$ cat config.mk
export PLATFORM = sky130hd
export DESIGN_NAME = scale_step_calc
export DESIGN_NICKNAME = d
export VERILOG_FILES = /design/src/rtl/scale_step_pkg.sv /design/src/rtl/sstep_ctrl.sv /design/src/rtl/sstep_dp.sv /design/src/rtl/scale_step_calc.sv
export SDC_FILE = /design/constraint.sdc
export NUM_CORES = 1
export LEC_CHECK = 0
export BUFFER_PORTS_ARGS = -buffer_cell sky130_fd_sc_hd__buf_2
export CORE_ASPECT_RATIO = 1.25
export CORE_UTILIZATION = 30
export DETAILED_ROUTE_END_ITERATION = 8
export PLACE_DENSITY_LB_ADDON = 0.3
export SLEW_MARGIN = 20
export SYNTH_ARGS = -nofsm -noshare
export SYNTH_HDL_FRONTEND = slang
export SYNTH_SLANG_ARGS = --single-unit
$ cat constraint.sdc
create_clock -name clk -period 2.25 [get_ports clk]
set_input_delay 0.1125 -clock clk [delete_from_list [all_inputs] [get_ports clk]]
set_output_delay 0.1125 -clock clk [all_outputs]
set_load 0.02 [all_outputs]
$ cat src/rtl/scale_step_pkg.sv
package scale_step_pkg;

  localparam logic [1:0] FMT420 = 2'd0;
  localparam logic [1:0] FMT422 = 2'd1;

  // strobes from sequencer to datapath
  typedef struct packed {
    logic       capture;  // latch inputs, clear results
    logic       loadOp;   // load dividend/divisor of operand idx
    logic       step;     // one restoring-division iteration
    logic       store;    // write quotient into result idx
    logic       fin;      // raise done (and err if zero divisor)
    logic [1:0] idx;      // operand index 0..3
  } stepStrobe_t;

endpackage

$ cat src/rtl/sstep_ctrl.sv
module sstep_ctrl
  import scale_step_pkg::*;
#(
  parameter int NW = 26
) (
  input  logic        clk,
  input  logic        rstN,
  input  logic        start,
  input  logic        zeroDiv,
  output stepStrobe_t stb,
  output logic        busy
);
  localparam int CW = $clog2(NW + 1);

  typedef enum logic [2:0] {S_IDLE, S_CHECK, S_LOAD, S_RUN, S_STORE} state_t;

  state_t          state;
  logic [CW-1:0]   cnt;
  logic [1:0]      idx;

  always_comb begin
    stb         = '0;
    stb.idx     = idx;
    case (state)
      S_IDLE:  stb.capture = start;
      S_CHECK: stb.fin     = zeroDiv;
      S_LOAD:  stb.loadOp  = 1'b1;
      S_RUN:   stb.step    = 1'b1;
      S_STORE: begin
        stb.store = 1'b1;
        stb.fin   = (idx == 2'd3);
      end
      default: ;
    endcase
  end

  always_ff @(posedge clk or negedge rstN) begin
    if (!rstN) begin
      state <= S_IDLE;
      cnt   <= '0;
      idx   <= '0;
    end else begin
      case (state)
        S_IDLE: if (start) begin
          state <= S_CHECK;
          idx   <= '0;
        end
        S_CHECK: state <= zeroDiv ? S_IDLE : S_LOAD;
        S_LOAD: begin
          cnt   <= '0;
          state <= S_RUN;
        end
        S_RUN: begin
          cnt <= cnt + 1'b1;
          if (cnt == CW'(NW - 1)) state <= S_STORE;
        end
        S_STORE: begin
          if (idx == 2'd3) state <= S_IDLE;
          else begin
            idx   <= idx + 1'b1;
            state <= S_LOAD;
          end
        end
        default: state <= S_IDLE;
      endcase
    end
  end

  assign busy = (state != S_IDLE);

endmodule

$ cat src/rtl/sstep_dp.sv
module sstep_dp
  import scale_step_pkg::*;
#(
  parameter int DIM_W = 12,
  parameter int FRAC  = 13,
  localparam int QW   = DIM_W + FRAC,
  localparam int NW   = QW + 1
) (
  input  logic               clk,
  input  logic               rstN,
  input  stepStrobe_t        stb,
  input  logic [DIM_W-1:0]   srcW,
  input  logic [DIM_W-1:0]   srcH,
  input  logic [DIM_W-1:0]   dstW,
  input  logic [DIM_W-1:0]   dstH,
  input  logic [1:0]         srcFmt,
  input  logic [1:0]         dstFmt,
  input  logic [2:0]         chromaLoc,
  output logic               zeroDiv,
  output logic [QW-1:0]      incOut [4],
  output logic signed [31:0] cVStart,
  output logic signed [31:0] cHStart,
  output logic               done,
  output logic               err
);
  localparam logic signed [31:0] QUARTER = 32'sd1 <<< (FRAC - 2);
  localparam logic signed [31:0] HALF    = 32'sd1 <<< (FRAC - 1);

  logic [DIM_W-1:0] numR [4];
  logic [DIM_W-1:0] denR [4];
  logic [DIM_W-1:0] divisor;
  logic [DIM_W-1:0] rem;
  logic [NW-1:0]    quo;
  logic [DIM_W:0]   trial;
  logic             srcSub;

  assign srcSub = (srcFmt == FMT420) || (srcFmt == FMT422);

  always_comb begin
    zeroDiv = 1'b0;
    for (int k = 0; k < 4; k++) zeroDiv = zeroDiv | (denR[k] == '0);
  end

  assign trial = {rem, quo[NW-1]};

  always_ff @(posedge clk or negedge rstN) begin
    if (!rstN) begin
      for (int k = 0; k < 4; k++) begin
        numR[k]   <= '0;
        denR[k]   <= '0;
        incOut[k] <= '0;
      end
      divisor <= '0;
      rem     <= '0;
      quo     <= '0;
      cVStart <= '0;
      cHStart <= '0;
      done    <= 1'b0;
      err     <= 1'b0;
    end else begin
      done <= 1'b0;
      if (stb.capture) begin
        numR[0] <= srcH;
        denR[0] <= dstH;
        numR[1] <= (srcFmt == FMT420) ? (srcH >> 1) : srcH;
        denR[1] <= dstH;
        numR[2] <= srcW;
        denR[2] <= dstW;
        numR[3] <= srcSub ? (srcW >> 1) : srcW;
        denR[3] <= (dstFmt == FMT422) ? (dstW >> 1) : dstW;
        for (int k = 0; k < 4; k++) incOut[k] <= '0;
        if (srcFmt == FMT420) begin
          case (chromaLoc)
            3'd0, 3'd1: cVStart <= -QUARTER;
            3'd4, 3'd5: cVStart <= -HALF;
            default:    cVStart <= '0;
          endcase
          cHStart <= (chromaLoc == 3'd1 || chromaLoc == 3'd3 || chromaLoc == 3'd5)
                     ? -QUARTER : 32'sd0;
        end else begin
          cVStart <= '0;
          cHStart <= '0;
        end
      end
      if (stb.loadOp) begin
        quo     <= {1'b0, numR[stb.idx], {FRAC{1'b0}}} + NW'(denR[stb.idx] >> 1);
        divisor <= denR[stb.idx];
        rem     <= '0;
      end
      if (stb.step) begin
        if (trial >= {1'b0, divisor}) begin
          rem <= DIM_W'(trial - {1'b0, divisor});
          quo <= {quo[NW-2:0], 1'b1};
        end else begin
          rem <= trial[DIM_W-1:0];
          quo <= {quo[NW-2:0], 1'b0};
        end
      end
      if (stb.store) incOut[stb.idx] <= quo[QW-1:0];
      if (stb.fin) begin
        done <= 1'b1;
        err  <= zeroDiv;
      end
    end
  end

endmodule

$ cat src/rtl/scale_step_calc.sv
module scale_step_calc
  import scale_step_pkg::*;
#(
  parameter int DIM_W = 12,
  parameter int FRAC  = 13,
  localparam int QW   = DIM_W + FRAC
) (
  input  logic               clk,
  input  logic               rstN,
  input  logic               start,
  input  logic [DIM_W-1:0]   srcW,
  input  logic [DIM_W-1:0]   srcH,
  input  logic [DIM_W-1:0]   dstW,
  input  logic [DIM_W-1:0]   dstH,
  input  logic [1:0]         srcFmt,
  input  logic [1:0]         dstFmt,
  input  logic [2:0]         chromaLoc,
  output logic               busy,
  output logic               done,
  output logic               err,
  output logic [QW-1:0]      vLumInc,
  output logic [QW-1:0]      vChrInc,
  output logic [QW-1:0]      hLumInc,
  output logic [QW-1:0]      hChrInc,
  output logic signed [31:0] cVStart,
  output logic signed [31:0] cHStart
);
  stepStrobe_t stb;
  logic        zeroDiv;
  logic [QW-1:0] incOut [4];

  sstep_ctrl #(.NW(QW + 1)) u_ctrl (
    .clk(clk), .rstN(rstN), .start(start), .zeroDiv(zeroDiv),
    .stb(stb), .busy(busy)
  );

  sstep_dp #(.DIM_W(DIM_W), .FRAC(FRAC)) u_dp (
    .clk(clk), .rstN(rstN), .stb(stb),
    .srcW(srcW), .srcH(srcH), .dstW(dstW), .dstH(dstH),
    .srcFmt(srcFmt), .dstFmt(dstFmt), .chromaLoc(chromaLoc),
    .zeroDiv(zeroDiv), .incOut(incOut),
    .cVStart(cVStart), .cHStart(cHStart), .done(done), .err(err)
  );

  assign vLumInc = incOut[0];
  assign vChrInc = incOut[1];
  assign hLumInc = incOut[2];
  assign hChrInc = incOut[3];

endmodule

==> results.md <==
- Bufs and invs on worst path: 0
- Synth cell count leaders: nand2_1, dfrtp_1, a22o_1
- Num rows: 79
- Routed WL per cell: 16.4 um
- Clock sinks: 249
- First-pass GRT wire length: 48.5 mm
- Post-Syn Area: 11400 um2
- Final worst-path cycle share: 97.0%
- Total power: 18.1 mW
- DRC viols: 0
- Cell depth of the worst setup path: 7
- Setup Crit Path Kind: reg2reg
- Ranking of synthesized cells by area: dfrtp_1, nand2_1, a22o_1
- Starting Density: 30.6%
- Slew @ Worst Pin: 0.861 ns
- Hold Crit Class: in2reg
- Max incr delay on CP: 0.42 ns
- Post-synthesis mux area share: 6.83%
- Post-synthesis register bit count: 249
- Dpl cells: 1735
- Vias in the first global route: 8542
- Clock transition at path regs: 0.06 ns
- GRT Total Usage: 15.6%
- Leak: 7.35 nW
- Initial antenna violation count: 0
- H-tree depth: 1
- Synth-to-Final Area Change: 26.9%
- Power Density: 1250 nW/um2
- Unrepaired setup endpoints after global routing: true
- Post-route minimum period: 2.18 ns
- Port buffer count: 202
- Slew margin rel.: 42.5%
- Routed WL: 30.4 mm
- GRT Residual Overflow: 0
- CTS tree: done
- Max_cap viols: 0
- CTS root buf: clkbuf_16
- Share of the synthesized area in the top cell type: 54.5%
- Worst EP required: 2.67 ns
- DR vias: 8895
- Clk buf depth: 3
- Die Span Y: 220 um
- Final Slew Violations: 0
- GP Congestion: 0.841
- Layout fillers: 3752
- CTS Buf Count: 28
- Iteration-0 DRC Markers: 536
- Die Area: 38900 um2
- Synth async-reset ratio: 100%
- Layout cells sized above 1: 24.6%
- Final ANT Viol Nets: 0
- Hold Violations, Final: 0
- Setup violators final: 0
- Synth Warn #: 0
- Worst-Skew Late Latency: 0.54 ns
- Commonest register cell after synthesis: dfrtp_1
- Area share of fa/ha/maj cells after synthesis: 2.14%
- Area of the core: 37400 um2
- CP max FO: 8
- Worst Path Arrival: 2.60 ns
- Synth area leader: dfrtp_1
- Critical path's slowest cell: a221o_2
- Antenna cells: 0
- Sequential area share after synthesis: 54.5%
- Post-Layout Cell Count: 1847
- Average vias per placed instance: 4.82
- TritonRoute pass-1 iters: 6
- Max Fclk: 458 MHz
- Largest family of logic cells by synthesized area: compound AO/OA/AOI/OAI gates
- Die span in x: 177 um
- Hold path cells: 3
- Most frequent cell after synthesis: nand2_1
- Mean post-synth cell area: 10.3 um2
- R2R depth: 7
- Synth cell types: 54
- Io pins: 225
- Compound-cell area share of the yosys netlist: 15.6%
- Top delay family on crit path: compound AO/OA/AOI/OAI gates
- Critical path cell sequence: ha_1 -> and4_4 -> and2_4 -> a41o_4 -> a221o_2 -> mux2i_1 -> o21ai_1
- Post-DP HPWL: 20.8 mm
- Largest net degree at the start of global routing: 78
- Post-synth EDFFs: 0
- Status: finished, final reports clean
- Net count, final: 1416
- CP Launch Type: flop
- Clk_skew: 0.0145 ns
- Crit. End Element: flop
- XOR/XNOR share of the synthesized area: 0.536%
- Post-synthesis simple-gate area fraction: 13.2%
- Max IR drop VDD: 0.688 mV
- Cell count after synthesis: 1110
==> registers in the layout, summed over array words and instances, names as in the netlist <==
name / cells
u_dp.divisor: 12
u_dp.rem: 12
u_ctrl.state: 3
u_dp.cHStart: 1
u_dp.denR: 36
u_ctrl.idx: 2
u_dp.numR: 48
u_dp.incOut: 100
u_dp.done: 1
u_ctrl.cnt: 5
u_dp.quo: 26
u_dp.err: 1
u_dp.cVStart: 2
==> kinds of logic after synthesis <==
kind of cell,Yosys count
buf+inv,152
other cells,1
mux,63
xor+xnor,7
flops,249
compound gates,254
fa+ha+maj,19
simple gates,365
==> worst register-to-register path, delay by kind of cell (launching register included) <==
| family | cells | cell delay [ns] |
|---|---|---|
| AO/OA/AOI/OAI | 3 | 0.77 |
| AND/OR/NAND/NOR | 2 | 0.36 |
| flip-flops | 1 | 0.41 |
| adder cells (fa/ha/maj) | 1 | 0.32 |
| multiplexers | 1 | 0.21 |
==> cell type report <==
| class | count | area, um2 | share of cell area (%) |
|---|---|---|---|
| Tap cell | 486 | 608 | 4.19 |
| Timing Repair Buffer | 307 | 2010 | 13.9 |
| Clock inverter | 13 | 173 | 1.19 |
| Inverter | 23 | 86.3 | 0.595 |
| Sequential cell | 249 | 6230 | 42.9 |
| Clock buffer | 39 | 813 | 5.60 |
| Multi-Input combinational cell | 730 | 4590 | 31.6 |
==> path summary, 6_finish.rpt <==
path | from | slack, ns | end
worst min-delay path | srcFmt[1] | 0.06 | u_dp.numR[11]
worst max register to register | u_dp.rem[6] | 0.07 | u_dp.rem[2]
worst min register to register | u_dp.numR[20] | 0.47 | u_dp.numR[20]
worst max-delay path | u_dp.rem[6] | 0.07 | u_dp.rem[2]
min in group asynchronous | rstN | 0.11 | u_dp.incOut[57]
max in group asynchronous | rstN | 1.36 | u_dp.numR[22]
==> cell usage in the layout (no fill, tap or decap), types with 3 or more instances in the layout <==
cell type and count:
a21oi_1 34, a22o_1 102, a31oi_1 13, a32oi_1 3
and2_1 5, buf_12 5, buf_2 201, buf_4 43
bufinv_16 4, clkbuf_1 5, clkbuf_16 29, clkbuf_8 5
clkinv_2 6, clkinvlp_4 3, conb_1 22, dfrtp_1 249
dlygate4sd3_1 57, ha_1 11, ha_4 7, inv_1 21
mux2i_1 51, mux4_2 12, nand2_1 259, nand2b_1 4
nand3_1 13, nor2_1 43, nor2_2 3, nor3_1 7
nor4_1 9, o211ai_1 3, o21ai_0 74, o21ai_1 7
xnor2_1 4, xor2_1 3
==> per-layer routing <==
layer,global-route usage (%),share of wire [%],vias to the layer above
met5,0,0,-
met4,4.68,2.2,0
met3,1.92,5.6,43
met2,25.0,46,292
met1,22.0,47,4315
li1,-,-,4245
==> timing repair <==
action,in CTS,in global routing
buffers inserted,0,3
endpoints found under the hold margin,196,0
setup endpoints to repair,12,14
gates cloned,0,0
hold buffers,57,0
pin swaps,3,3
resized for setup,4,13
==> metrics by stage <==
stage	TNS, ns	hold WS, ns	utilization [%]	setup slack (ns)	cell area (um2)
after floorplan	0	-0.183	-	0.0545	11500
after global placement	-0.243	0.110	34.3	-0.0468	12800
after detailed placement	-0.576	0.109	34.3	-0.0736	12800
after CTS	0	0.0421	38.6	0.0109	14400
after global routing	-0.0868	0.0717	38.9	-0.0307	14500
final	0	0.0564	38.9	0.0683	14500
==> report_power, final <==
part           internal [mW]  switching, mW
logic                   2.76           3.75
clock network           2.98           1.87
registers               5.65           1.14
No activity file was read; power rests on OpenSTA's default activity.
